<file path="config.mk">
export PLATFORM = sky130hd
export DESIGN_NAME = ghost_decoder
export DESIGN_NICKNAME = d
export VERILOG_FILES = /design/src/rtl/ghost_dec_pkg.sv /design/src/rtl/ghost_dest_probe.sv /design/src/rtl/ghost_op_map.sv /design/src/rtl/ghost_out_reg.sv /design/src/rtl/ghost_decoder.sv
export SDC_FILE = /design/constraint.sdc
export NUM_CORES = 1
export LEC_CHECK = 0
export BUFFER_PORTS_ARGS = -buffer_cell sky130_fd_sc_hd__clkbuf_2
export CAP_MARGIN = 20
export CORE_AREA = 5 5 42 44
export DETAILED_ROUTE_END_ITERATION = 10
export DIE_AREA = 0 0 47 49
export GPL_ROUTABILITY_DRIVEN = 0
export PLACE_DENSITY_LB_ADDON = 0.25
export SYNTH_ARGS = -nofsm -noshare
export SYNTH_HDL_FRONTEND = slang
export SYNTH_SLANG_ARGS = --single-unit
</file>
<file path="constraint.sdc">
create_clock -name clk -period 0.8 [get_ports clk]
set_input_delay 0.16 -clock clk [delete_from_list [all_inputs] [get_ports clk]]
set_output_delay 0.16 -clock clk [all_outputs]
set_load 0.03 [all_outputs]
</file>
<file path="src/rtl/ghost_dec_pkg.sv">
package ghost_dec_pkg;
   // Default field widths
   localparam int DEF_OPC_W = 3;
   localparam int DEF_REG_W = 4;
   // Bit n set: opcode n writes its destination register
   localparam logic [7:0] DEF_DEST_MASK = 8'b1111_1000;
   // Named base opcodes of the default encoding
   localparam logic [2:0] OPC_IDLE = 3'b000;
   localparam logic [2:0] OPC_MARK = 3'b001;
   localparam logic [2:0] OPC_JUMP = 3'b010;
   localparam logic [2:0] OPC_ADD  = 3'b011;
   localparam logic [2:0] OPC_MOVE = 3'b100;
   localparam logic [2:0] OPC_AND  = 3'b101;
   localparam logic [2:0] OPC_XOR  = 3'b110;
   localparam logic [2:0] OPC_INC  = 3'b111;
endpackage

</file>
<file path="src/rtl/ghost_dest_probe.sv">
module ghost_dest_probe #(
   parameter int OPC_W = ghost_dec_pkg::DEF_OPC_W,
   parameter int REG_W = ghost_dec_pkg::DEF_REG_W,
   parameter logic [(1<<OPC_W)-1:0] DEST_MASK = ghost_dec_pkg::DEF_DEST_MASK,
   parameter bit EXT_WHEN_SET = 1'b1,
   localparam int INSTR_W = OPC_W + 2*REG_W
) (
   input  logic [INSTR_W-1:0] instr,
   output logic               has_dest,
   output logic               ghost
);
   logic [OPC_W-1:0] opc;
   logic [REG_W-1:0] dst;
   logic             dst_external;

   if (REG_W < 2) begin : g_bad_reg
      $error("ghost_dest_probe: REG_W must be at least 2");
   end

   assign opc      = instr[INSTR_W-1 -: OPC_W];
   assign dst      = instr[REG_W-1:0];
   assign has_dest = DEST_MASK[opc];

   // Polarity of the external-register marker is a build option
   if (EXT_WHEN_SET) begin : g_ext_high
      assign dst_external = dst[REG_W-1];
   end else begin : g_ext_low
      assign dst_external = ~dst[REG_W-1];
   end

   // Destination-free instructions never carry a ghost bit
   assign ghost = has_dest & dst_external;
endmodule

</file>
<file path="src/rtl/ghost_op_map.sv">
module ghost_op_map #(
   parameter int OPC_W = ghost_dec_pkg::DEF_OPC_W,
   localparam int EFF_W = OPC_W + 1
) (
   input  logic [EFF_W-1:0] eff_opcode,
   input  logic             has_dest,
   output logic [EFF_W-1:0] dec_op,
   output logic             we_raw,
   output logic             pause_raw
);
   localparam logic [EFF_W-1:0] UNASSIGNED = EFF_W'(1) << OPC_W;

   logic ghost;
   assign ghost = eff_opcode[EFF_W-1];

   always_comb begin
      if (ghost) begin
         dec_op    = UNASSIGNED;
         we_raw    = 1'b0;
         pause_raw = 1'b1;
      end else begin
         dec_op    = {1'b0, eff_opcode[OPC_W-1:0]};
         we_raw    = has_dest;
         pause_raw = 1'b0;
      end
   end

   always_comb begin
      assert_ghost_blocks_write_R6: assert (!(ghost && we_raw));
   end
endmodule

</file>
<file path="src/rtl/ghost_out_reg.sv">
module ghost_out_reg #(
   parameter int EFF_W = 4
) (
   input  logic             clk,
   input  logic             rst_n,
   input  logic             in_valid,
   input  logic [EFF_W-1:0] in_eff,
   input  logic [EFF_W-1:0] in_op,
   input  logic             in_we,
   input  logic             in_pause,
   output logic             q_valid,
   output logic [EFF_W-1:0] q_eff,
   output logic [EFF_W-1:0] q_op,
   output logic             q_we,
   output logic             q_pause
);
   always_ff @(posedge clk or negedge rst_n) begin
      if (!rst_n) begin
         q_valid <= 1'b0;
         q_eff   <= '0;
         q_op    <= '0;
         q_we    <= 1'b0;
         q_pause <= 1'b0;
      end else begin
         q_valid <= in_valid;
         q_we    <= in_valid & in_we;
         q_pause <= in_valid & in_pause;
         if (in_valid) begin
            q_eff <= in_eff;
            q_op  <= in_op;
         end
      end
   end

   assert_latency_R2: assert property (@(posedge clk) disable iff (!rst_n)
      in_valid |=> q_valid);
   assert_idle_after_gap_R2: assert property (@(posedge clk) disable iff (!rst_n)
      !in_valid |=> !q_valid);
   assert_quiet_when_idle_R9: assert property (@(posedge clk) disable iff (!rst_n)
      !q_valid |-> (!q_we && !q_pause));
endmodule

</file>
<file path="src/rtl/ghost_decoder.sv">
module ghost_decoder #(
   parameter int OPC_W = ghost_dec_pkg::DEF_OPC_W,
   parameter int REG_W = ghost_dec_pkg::DEF_REG_W,
   parameter logic [(1<<OPC_W)-1:0] DEST_MASK = ghost_dec_pkg::DEF_DEST_MASK,
   parameter bit EXT_WHEN_SET = 1'b1,
   localparam int INSTR_W = OPC_W + 2*REG_W,
   localparam int EFF_W   = OPC_W + 1
) (
   input  logic               clk,
   input  logic               rst_n,
   input  logic               instr_valid,
   input  logic [INSTR_W-1:0] instr_word,
   output logic               dec_valid,
   output logic [EFF_W-1:0]   eff_opcode,
   output logic [EFF_W-1:0]   dec_op,
   output logic               rf_we,
   output logic               pause
);
   if (OPC_W < 1 || OPC_W > 6) begin : g_bad_opc
      $error("ghost_decoder: OPC_W out of range");
   end

   logic             has_dest;
   logic             ghost;
   logic [EFF_W-1:0] eff_c;
   logic [EFF_W-1:0] op_c;
   logic             we_c;
   logic             pause_c;

   ghost_dest_probe #(
      .OPC_W(OPC_W), .REG_W(REG_W), .DEST_MASK(DEST_MASK),
      .EXT_WHEN_SET(EXT_WHEN_SET)
   ) u_probe (
      .instr(instr_word), .has_dest(has_dest), .ghost(ghost)
   );

   // Ghost bit sits above the opcode MSB
   assign eff_c = {ghost, instr_word[INSTR_W-1 -: OPC_W]};

   ghost_op_map #(.OPC_W(OPC_W)) u_map (
      .eff_opcode(eff_c), .has_dest(has_dest),
      .dec_op(op_c), .we_raw(we_c), .pause_raw(pause_c)
   );

   ghost_out_reg #(.EFF_W(EFF_W)) u_oreg (
      .clk(clk), .rst_n(rst_n), .in_valid(instr_valid),
      .in_eff(eff_c), .in_op(op_c), .in_we(we_c), .in_pause(pause_c),
      .q_valid(dec_valid), .q_eff(eff_opcode), .q_op(dec_op),
      .q_we(rf_we), .q_pause(pause)
   );

   assert_pause_excludes_write_R6: assert property (@(posedge clk) disable iff (!rst_n)
      pause |-> !rf_we);
   assert_ghost_means_unassigned_R6: assert property (@(posedge clk) disable iff (!rst_n)
      (dec_valid && eff_opcode[EFF_W-1]) |-> (pause && dec_op[EFF_W-1]));
   assert_opcode_kept_R3: assert property (@(posedge clk) disable iff (!rst_n)
      instr_valid |=> (eff_opcode[OPC_W-1:0] == $past(instr_word[INSTR_W-1 -: OPC_W])));
   assert_no_dest_no_ghost_R5: assert property (@(posedge clk) disable iff (!rst_n)
      (instr_valid && !DEST_MASK[instr_word[INSTR_W-1 -: OPC_W]]) |=>
         (!eff_opcode[EFF_W-1] && !rf_we));
   assert_clear_ghost_no_pause_R7: assert property (@(posedge clk) disable iff (!rst_n)
      (dec_valid && !eff_opcode[EFF_W-1]) |-> (!pause && !dec_op[EFF_W-1]));
endmodule

</file>
==> out/qor.yml <==
cells_and_area:
  drive_gt1_frac: 0.596
  final_common_cell: "buf_8"
  n_antenna_cell: 0
  finalInstanceArea_um2: 692
  mostFrequentLayoutCells: "buf_8, dfrtp_1, inv_1, clkbuf_2"
  area_growth_syn_to_layout_pct: 63.1
  nets: 72
  final_cells: 73
logic_synthesis:
  syn-cell-area_um2: 424
  synth_top_cell_by_area: "dfrtp_1"
  post-synth-top-area-fraction: 0.590
  synthTopCellsByArea: "dfrtp_1, o22ai_2, inv_1, o21ai_0, o21a_1"
  syn_avg_cell_area_um2: 12.5
  ys_seq_elements: 10
  ys_types: 15
  syn_inst: 34
  syn-num-nets: 48
  yosysWarningCount: 0
  seq_area_frac_synth: 0.590
die:
  num_io_pins: 25
  dieArea_um2: 2300
  initial_core_util: 0.303
  die-width_um: 47
  rows: 14
  chipHeight_um: 49
  core_um2: 1400
setup_path:
  crit_arrival_ps: 840
  worstPathMaxFanout: 3
  crit_family: "flip-flops"
  reg2reg_slack_ps: 20
  rr_worst_depth: 1
  crit_slowest_cell: "dfrtp_2"
  cpPeakStageDelay_ps: 440
  path_cells: "buf_8"
  crit_path_start: "u_oreg.q_eff[3]"
  timing.rr.end: "u_oreg.q_eff[2]"
  worstReg2RegStart: "u_oreg.q_eff[2]"
  crit_buf_inv: 1
  crit_path_end_kind: "output pin"
  cp.required_ps: 640
  critPathKind: "register to output pin"
  startpoint_type: "register"
power:
  vdd_drop_max_uv: 781
  p_per_area_nw_per_um2: 1980
  cellLeakagePower_nw: 0.333
  finalPower_mw: 1.37
hold_path:
  min_to: "u_oreg.q_we"
  min_from: "instr_word[3]"
  hold_path_class: "primary input to register"
  min_path_cells: 2
sta:
  setup_viol: 11
  finalMaxSlewViolations: 0
  fmax_mhz: 1000
  hold_viol_final: 0
  layout_min_cycle_time_ps: 1000
  period_share: 1.25
  timing.final.ws_setup_ps: -200
  fin_worst_skew_ps: 0
  slew_headroom: 0.840
  tightest_slew_ps: 240
  rsz0062_at_grt: "yes"
global_routing:
  track_usage: 0.0775
  grt_max_degree: 11
  grt_pass1_vias: 309
  grt_pass1_wl_um: 1310
  grt_overflow_total: 0
  antenna_found_initial: 0
drt:
  vias: 323
  drt_drc_violations_left: 0
  via_per_inst: 4.42
  first_pass_iters: 1
  drt-total-wl_um: 754
  wire_per_inst_um: 10.3
  drtIter0Drc: 0
  postRouteAntennaNets: 0
run:
  cap_violations: 0
status:
  status: "finished, violations left"
  violations: "negative setup slack"
placed_design:
  dpl-instance-area_um2: 528
  dp_hpwl_um: 610
  portBuffers: 17
  post-place-cells: 67
clock_network:
  clkSlewWorstSetupHoldPaths_ps: 60
  htreeDepth: 1
  cts_tree: "done"
  cts-root-buf: "clkbuf_4"
  cts_buffers: 3
  cts_sinks: 10
  ctsLongestPathBuffers: 2
  worstSkewPairLatency_ps: 260
==> final cells by class <==
cell class	count	area, um2
inverter	6	22.5
clock buffer	4	36.3
multi-input combinational	16	133
sequential	10	253
tap	16	20.0
fill	139	709
timing repair buffer	21	228
==> power by group <==
group,internal [mW],switching (mW),total (mW)
sequential,0.547,0.0361,0.583
combinational,0.176,0.173,0.349
clock,0.276,0.164,0.440
==> how the worst max path moves through the flow <==
stage / end / cells past startpoint
2_1_floorplan: u_oreg.q_eff[2] / 1
3_3_place_gp: u_oreg.q_eff[2] / 1
3_5_place_dp: u_oreg.q_eff[2] / 1
4_1_cts: eff_opcode[3] / 1
5_1_grt: eff_opcode[3] / 1
6_report: eff_opcode[3] / 1
==> registers in the layout, summed over array words and instances, names as in the netlist <==
register / count
u_oreg.q_eff: 4
u_oreg.q_op: 3
u_oreg.q_pause: 1
u_oreg.q_valid: 1
u_oreg.q_we: 1
==> routing by layer <==
metal  GRT usage  part of all wire  up-vias
li1            -                 -      156
met1       0.120              0.46      152
met2      0.0928              0.44       15
met3      0.0332             0.092        0
met4      0.0276                 0        0
met5           0                 0        -
==> synthesized netlist by cell type (all sizes together) <==
cell type,n
a21oi,1
buf,2
dfrtp,10
inv,6
mux2,1
nand2,3
nand3b,1
nor2,1
nor3b,1
o21a,2
o21ai,3
o22ai,3
==> cell families (layout without fill, tap and decap cells) <==
group / after synthesis / count (layout) / synth area share
AO/OA/AOI/OAI: 9 / 9 / 0.180
buffers and inverters: 8 / 31 / 0.0973
flip-flops: 10 / 10 / 0.590
multiplexers: 1 / 1 / 0.0265
AND/OR/NAND/NOR: 6 / 6 / 0.106
==> stage by stage <==
step	TNS, ps	setup WS [ps]	hold slack [ps]	util
after floorplan	-45.7	-45.7	-136	-
after global placement	0	45.3	36.7	0.377
after detailed placement	0	46.2	36.2	0.377
after CTS	-1920	-211	152	0.479
after global routing	-2210	-241	149	0.494
final	-1780	-200	153	0.494
==> timing repair <==
item                                    CTS  global route
hold buffers                              1             0
resized for setup                        22            12
endpoints found under the setup margin   11            11
buffers inserted                          0             1
pin swaps                                 0             0
hold endpoints to repair                 10             0
Note: power is estimated with default switching activity, not from simulation.
